<file path="config.mk">
export PLATFORM = sky130hd
export DESIGN_NAME = pinbank_port
export DESIGN_NICKNAME = d
export VERILOG_FILES = /design/src/rtl/pinbank_pkg.sv /design/src/rtl/pinbank_sync.sv /design/src/rtl/pinbank_chg.sv /design/src/rtl/pinbank_port.sv
export SDC_FILE = /design/constraint.sdc
export NUM_CORES = 1
export LEC_CHECK = 0
export CAP_MARGIN = 20
export CORE_AREA = 2 2 55 70
export DETAILED_ROUTE_END_ITERATION = 8
export DIE_AREA = 0 0 57 72
export DONT_BUFFER_PORTS = 1
export GPL_TIMING_DRIVEN = 0
export HOLD_SLACK_MARGIN = 0.15
export PLACE_DENSITY_LB_ADDON = 0.05
export RECOVER_POWER = 50
export SYNTH_ARGS = -nofsm -noshare
export SYNTH_HDL_FRONTEND = slang
export SYNTH_SLANG_ARGS = --single-unit
</file>
<file path="constraint.sdc">
create_clock -name clk -period 1.6 [get_ports clk]
set_input_delay 0.24 -clock clk [delete_from_list [all_inputs] [get_ports clk]]
set_output_delay 0.24 -clock clk [all_outputs]
set_load 0.01 [all_outputs]
</file>
<file path="src/rtl/pinbank_pkg.sv">
package pinbank_pkg;
    localparam int PB_WIDTH   = 8;
    localparam int PB_CHG_LO  = 4;
    localparam int PB_SYNC    = 2;

    typedef enum logic [1:0] {
        REG_DATA = 2'd0,
        REG_DIR  = 2'd1,
        REG_CTRL = 2'd2,
        REG_FLAG = 2'd3
    } pb_reg_e;
endpackage

</file>
<file path="src/rtl/pinbank_sync.sv">
module pinbank_sync #(
    parameter int W      = 8,
    parameter int STAGES = 2
) (
    input  logic         clk,
    input  logic         rst_n,
    input  logic [W-1:0] async_in,
    output logic [W-1:0] sync_out
);
    logic [W-1:0] stg_d [STAGES];
    logic [W-1:0] stg_q [STAGES];

    always_comb begin
        stg_d[0] = async_in;
        for (int i = 1; i < STAGES; i++) begin
            stg_d[i] = stg_q[i-1];
        end
    end

    always_ff @(posedge clk or negedge rst_n) begin
        if (!rst_n) begin
            for (int i = 0; i < STAGES; i++) stg_q[i] <= '0;
        end else begin
            for (int i = 0; i < STAGES; i++) stg_q[i] <= stg_d[i];
        end
    end

    assign sync_out = stg_q[STAGES-1];
endmodule

</file>
<file path="src/rtl/pinbank_chg.sv">
module pinbank_chg #(
    parameter int W      = 4,
    parameter int SETTLE = 3
) (
    input  logic         clk,
    input  logic         rst_n,
    input  logic [W-1:0] pins,
    input  logic [W-1:0] watch,
    input  logic         access,
    input  logic         clear,
    output logic         flag
);
    localparam int CW = $clog2(SETTLE + 1);

    typedef struct packed {
        logic [W-1:0]  snap;
        logic          flag;
        logic [CW-1:0] settle;
    } chg_st_t;

    chg_st_t st_d, st_q;
    logic    settled;
    logic    mismatch;

    always_comb begin
        settled  = (st_q.settle == CW'(SETTLE));
        mismatch = |((pins ^ st_q.snap) & watch);
        st_d     = st_q;
        if (!settled) begin
            st_d.settle = st_q.settle + CW'(1);
            st_d.snap   = pins;
            st_d.flag   = st_q.flag & ~clear;
        end else begin
            if (access) st_d.snap = pins;
            st_d.flag = mismatch | (st_q.flag & ~clear);
        end
    end

    always_ff @(posedge clk or negedge rst_n) begin
        if (!rst_n) begin
            st_q <= '0;
        end else begin
            st_q <= st_d;
        end
    end

    assign flag = st_q.flag;
endmodule

</file>
<file path="src/rtl/pinbank_port.sv">
module pinbank_port
    import pinbank_pkg::*;
#(
    parameter int WIDTH  = PB_WIDTH,
    parameter int CHG_LO = PB_CHG_LO,
    parameter int SYNC   = PB_SYNC
) (
    input  logic             clk,
    input  logic             rst_n,
    input  logic [1:0]       bus_addr,
    input  logic             bus_wr,
    input  logic             bus_rd,
    input  logic [WIDTH-1:0] bus_wdata,
    output logic [WIDTH-1:0] bus_rdata,
    input  logic [WIDTH-1:0] pad_in,
    output logic [WIDTH-1:0] pad_out,
    output logic [WIDTH-1:0] pad_oe,
    output logic [WIDTH-1:0] pad_pull,
    output logic             chg_flag,
    output logic             wake_req
);
    localparam int CHG_W = WIDTH - CHG_LO;

    typedef struct packed {
        logic [WIDTH-1:0] lat;
        logic [WIDTH-1:0] dir;
        logic             pu_off;
    } port_st_t;

    port_st_t         rg_d, rg_q;
    logic [WIDTH-1:0] pins_s;
    logic             port_access;
    logic             flag_clear;

    pinbank_sync #(.W(WIDTH), .STAGES(SYNC)) i_sync (
        .clk      (clk),
        .rst_n    (rst_n),
        .async_in (pad_in),
        .sync_out (pins_s)
    );

    assign port_access = (bus_wr | bus_rd) && (bus_addr == REG_DATA);
    assign flag_clear  = bus_wr && (bus_addr == REG_FLAG) && bus_wdata[0];

    pinbank_chg #(.W(CHG_W), .SETTLE(SYNC + 1)) i_chg (
        .clk    (clk),
        .rst_n  (rst_n),
        .pins   (pins_s[WIDTH-1:CHG_LO]),
        .watch  (rg_q.dir[WIDTH-1:CHG_LO]),
        .access (port_access),
        .clear  (flag_clear),
        .flag   (chg_flag)
    );

    always_comb begin
        rg_d = rg_q;
        if (bus_wr) begin
            case (bus_addr)
                REG_DATA: rg_d.lat    = bus_wdata;
                REG_DIR:  rg_d.dir    = bus_wdata;
                REG_CTRL: rg_d.pu_off = bus_wdata[0];
                default:  rg_d        = rg_q;
            endcase
        end
    end

    always_ff @(posedge clk or negedge rst_n) begin
        if (!rst_n) begin
            rg_q.lat    <= '0;
            rg_q.dir    <= '1;
            rg_q.pu_off <= 1'b1;
        end else begin
            rg_q <= rg_d;
        end
    end

    always_comb begin
        case (bus_addr)
            REG_DATA: bus_rdata = pins_s;
            REG_DIR:  bus_rdata = rg_q.dir;
            REG_CTRL: bus_rdata = {{(WIDTH-1){1'b0}}, rg_q.pu_off};
            default:  bus_rdata = {{(WIDTH-1){1'b0}}, chg_flag};
        endcase
    end

    assign pad_out  = rg_q.lat;
    assign pad_oe   = ~rg_q.dir;
    assign pad_pull = {WIDTH{~rg_q.pu_off}} & rg_q.dir;
    assign wake_req = chg_flag;
endmodule

</file>
# Word-level counts from Yosys, hierarchy flattened
# Index checks and enable logic that the tools add are counted.
classes:
  addsub: 1
  n_eq_ne: 5
  muxes: 3
  bitwise: 9
  n_reduce_logical: 8
op_table:
  columns: ["op", "n"]
  rows:
  - ["one-hot mux 8 bit (3 select lines)", 1]
  - ["bitwise AND 8 bit", 1]
  - ["NOT 8 bit", 1]
  - ["== test 2 bit, second input constant", 3]
  - ["AND reduction 2 bit", 3]
  - ["two-way mux 5 bit", 1]
  - ["bitwise AND 4 bit", 1]
  - ["two-way mux 4 bit", 1]
  - ["OR reduction 4 bit", 1]
  - ["XOR 4 bit", 1]
  - ["logical AND 1 bit", 3]
  - ["adder 2 x 1 -> 2 bit, second input constant", 1]
  - ["== test 2 x 1 -> 1 bit, second input constant", 1]
  - ["logical NOT 2 bit", 1]
  - ["!= test 2 x 1 -> 1 bit, second input constant", 1]
  - ["NOT 1 bit", 2]
  - ["OR 1 bit", 2]
  - ["bitwise AND 1 bit", 1]
totals:
  ff_bits: 40
  input_bits: 22
  word_cells: 34

# Depth between registers and ports, before layout
depth:
  depth_word: 7
  ltp_mapped: 5
  mapped_depth_nobuf: 4

# Modules after synthesis
# Synthesis repeated with hierarchy kept, for this count alone.
unflattened:
  hier_cells: 123
  hier_area_um2: 1675.4
modules_own_cells:
  columns: ["module", "n_inst", "cells_each", "area_per_inst_um2", "seq_area_each_um2"]
  rows:
  - ["pinbank_port", 1, 83, 947.2, 436.7]
  - ["pinbank_sync", 1, 16, 400.4, 400.4]
  - ["pinbank_chg", 1, 24, 327.8, 175.2]

# Least setup slack after synthesis
# Ideal clock, no wire load.
synth_path:
  path_kind: "input-to-output"
  start: "input port bus_addr[0]"
  end: "output port bus_rdata[0]"
  arrival_ps: 1097
  required_time_ps: 1360
  setup_slack_ps: 263
  path_stages: 3
  path_buffers: 2
  path_cell_list: "buf_4 buf_4 mux4_2"
synth_via:
  elab_chain_len: 2
synth_lines:
  columns: ["element", "line", "text"]
  rows:
  - ["from (decl)", "pinbank_port.sv:10", "input logic [1:0] bus_addr,"]
  - ["== test 2 bit (tied with other cells)", "pinbank_port.sv:78", "case (bus_addr)"]
  - ["one-hot mux 8 bit (3 select lines) (*)", "pinbank_port.sv:78", null]
  - ["to (decl)", "pinbank_port.sv:14", "output logic [WIDTH-1:0] bus_rdata,"]
# Every way passes the cells marked *; elsewhere a longest branch is shown, timed or not.

# Final worst setup path
layout_path:
  start: "register rg_q[0] in the netlist's numbering"
  end: "output port bus_rdata[0]"
layout_via:
  elab_chain_len: 1
layout_lines:
  columns: ["element", "line", "text"]
  rows:
  - ["from (decl)", "pinbank_port.sv:30", "port_st_t rg_d, rg_q;"]
  - ["from (signal assigned)", "pinbank_port.sv:73", "rg_q <= rg_d;"]
  - ["one-hot mux 8 bit (3 select lines)", "pinbank_port.sv:78", null]
# No other way between the ends.

==> out/metrics.yaml <==
cp_top_family: "flip-flops"
synthCells: 123
clkTransAtPathRegs_ns: 0.06
instances_no_fill: 187
clkSinkCount: 40
die_h_um: 72
startpoint_type: "register"
port-buffer-count: 0
globalRouteTotalUtil_pct: 16.31
regToRegEndpoint: "i_chg.st_q[4]"
dr.pass1.iters: 4
postLayoutCellArea_um2: 2007
rows: 24
clockBufferDepth: 2
dpl.cell_count: 162
drive_above_1_share_pct: 36.49
cap_violations: 0
first_iter_violations: 21
cts_tree: "yes"
synthFlopType: "dfrtp_1"
worstPathRequired_ns: 1.36
critPathMaxStageDelay_ns: 0.68
cp_slowest_cell: "dfstp_2"
reg2reg_depth: 3
wl_mm: 3.000
hold_end: "rg_q[0]"
die_x_um: 57
slew_viol_final: 0
ys_warn_count: 0
die_area_um2: 4104
overflow: 0
cp_cell_sequence: "mux4_2"
start_util_pct: 49.09
finalHoldViolCount: 0
ff2ff_setup_slack_ns: 0.31
ys_types: 21
powerDensity_nw_per_um2: 1194
synth_edf_count: 0
finalCritPeriodShare_pct: 94.62
maxSlewHeadroom_pct: 37.93
clock.fmax_ghz: 0.6606
clock_latency_ns: 0.28
synth_seq_area_share_pct: 60.24
fin_skew_ns: 0.003305
antenna_cells: 0
antenna_found_initial: 0
nets: 171
hold_depth: 2
drc: 0
ys_seq_elements: 40
antenna_left: 0
hold_start: "bus_wr"
cts_root_buffer: "clkbuf_8"
ir_worst_vdd_mv: 0.7160
outcome: "completed"
r2r_start: "i_chg.st_q[0]"
setup_viol_count_final: 0
core_area_um2: 3423
cts_resized: 0
p_leak_nw: 0.8898
post-route-util_pct: 58.63
vias: 978
synth_area_per_cell_um2: 13.66
via_per_inst: 5.230
place_congestion: 0.7376
rsz0062_at_grt: "false"
worstMarginPinSlew_ns: 0.9310
critical_path_peak_fanout: 10
p_total_mw: 2.396
period_needed_ns: 1.514
hold_path_class: "input port to register"
end_kind: "output pin"
async_flop_share_pct: 100.0
worst-path-buf-inv: 0
cts_buffers: 5
fin_setup_tns_ns: 0
grt_pass1_vias: 1090
cp.arrival_ns: 1.27
grt_pass1_wl_mm: 4.981
htreeDepth: 2
placed_cell_area_um2: 1729
wl_per_cell_um: 16.04
grt_max_degree: 41
synth_fp_nets: 146
criticalPathCategory: "register to output pin"
syn_to_final_growth_pct: 19.43
synth_area_um2: 1680
io_pins: 56
[final cells by class]
cell class | count | area, um2
Inverter | 8 | 30.03
Timing Repair Buffer | 19 | 185.2
Buffer | 12 | 87.58
Clock buffer | 7 | 96.34
Tap cell | 39 | 48.80
Multi-Input combinational cell | 62 | 546.8
Fill cell | 288 | 1416
Sequential cell | 40 | 1012
[Yosys cell counts (all sizes together), types with 2 or more instances]
library cell / instances / area, um2
xnor2: 5 / 43.79
nor2: 16 / 60.06
inv: 8 / 30.03
mux2i: 7 / 70.07
nand2: 2 / 7.510
dfrtp: 31 / 775.7
dfstp: 9 / 236.5
mux2: 22 / 247.7
nand3b: 2 / 18.77
o22ai: 2 / 12.51
buf: 12 / 87.58
[cells by family after synthesis]
logic type	synth area share [%]
and+or+nand+nor	6.628
AOI/OAI and AO/OA	2.308
xor gates and xnor gates	2.606
adders and majority gates	0.7445
muxes	20.25
DFF	60.24
buffers and inverters	7.222
[per-stage QoR]
step | setup slack [ns] | hold slack, ns
4_1_cts | 0.06609 | 0.1918
6_report | 0.08612 | 0.2028
5_1_grt | 0.03575 | 0.2251
2_1_floorplan | 0.2630 | -0.05559
3_3_place_gp | 0.05923 | -0.05477
3_5_place_dp | 0.03282 | -0.05480
[worst max path at each step]
stage	startpoint	endpoint	slack, ns	cells after the start
2_1_floorplan	bus_addr[0]	bus_rdata[0]	0.26	3
3_3_place_gp	rg_q[0]	bus_rdata[0]	0.06	2
3_5_place_dp	rg_q[0]	bus_rdata[0]	0.03	2
4_1_cts	rg_q[0]	bus_rdata[0]	0.07	1
5_1_grt	rg_q[0]	bus_rdata[0]	0.04	1
6_report	rg_q[0]	bus_rdata[0]	0.09	1
[power by group]
part	switching [mW]	leakage, nW	internal (mW)
Clock	0.302	0.0503	0.383
Combinational	0.234	0.391	0.225
Sequential	0.0851	0.449	1.17
[cells in the final DEF (no fill, tap or decap)]
cell type and count:
clkbuf_8 7, mux2i_1 7, nor3b_4 1, inv_1 8, mux2_2 21, dlygate4sd3_1 18
nand3b_2 1, buf_2 1, nor2_1 16, nand4_1 1, clkbuf_2 1, nand3b_1 1
dfrtp_1 31, dfstp_2 9, nand2_1 2, mux4_2 1, o21ai_0 1, mux2_1 1
xnor2_1 5, buf_4 11, o22ai_1 2, ha_1 1, o31ai_4 1
[repair_timing]
item                                   CTS  global route
hold buffers                            19             0
endpoints found under the hold margin   66             0
buffers inserted                         0             0
setup endpoints to repair                9             0
[worst reg2reg max path: stages, from the launching register on]
cell	delay [ns]
dfrtp_1	0.40
ha_1	0.29
o31ai_4	0.12
mux2_2	0.38
[state kept, by name (all words and copies together) (netlist names)]
| name | cells |
|---|---|
| rg_q | 9 |
| i_sync.stg_d | 8 |
| i_sync.sync_out | 8 |
| pad_out | 8 |
| i_chg.st_q | 6 |
| i_chg.flag | 1 |
[layer usage]
metal  track usage [%]  up-vias  share of wire (%)
met4             9.302        0                2.3
met1             19.29      485                 41
met2             26.31       42                 49
met5                 0        -                  0
met3             4.991        7                7.6
li1                  -      444                  -
Note: power is estimated with default switching activity, not from simulation.
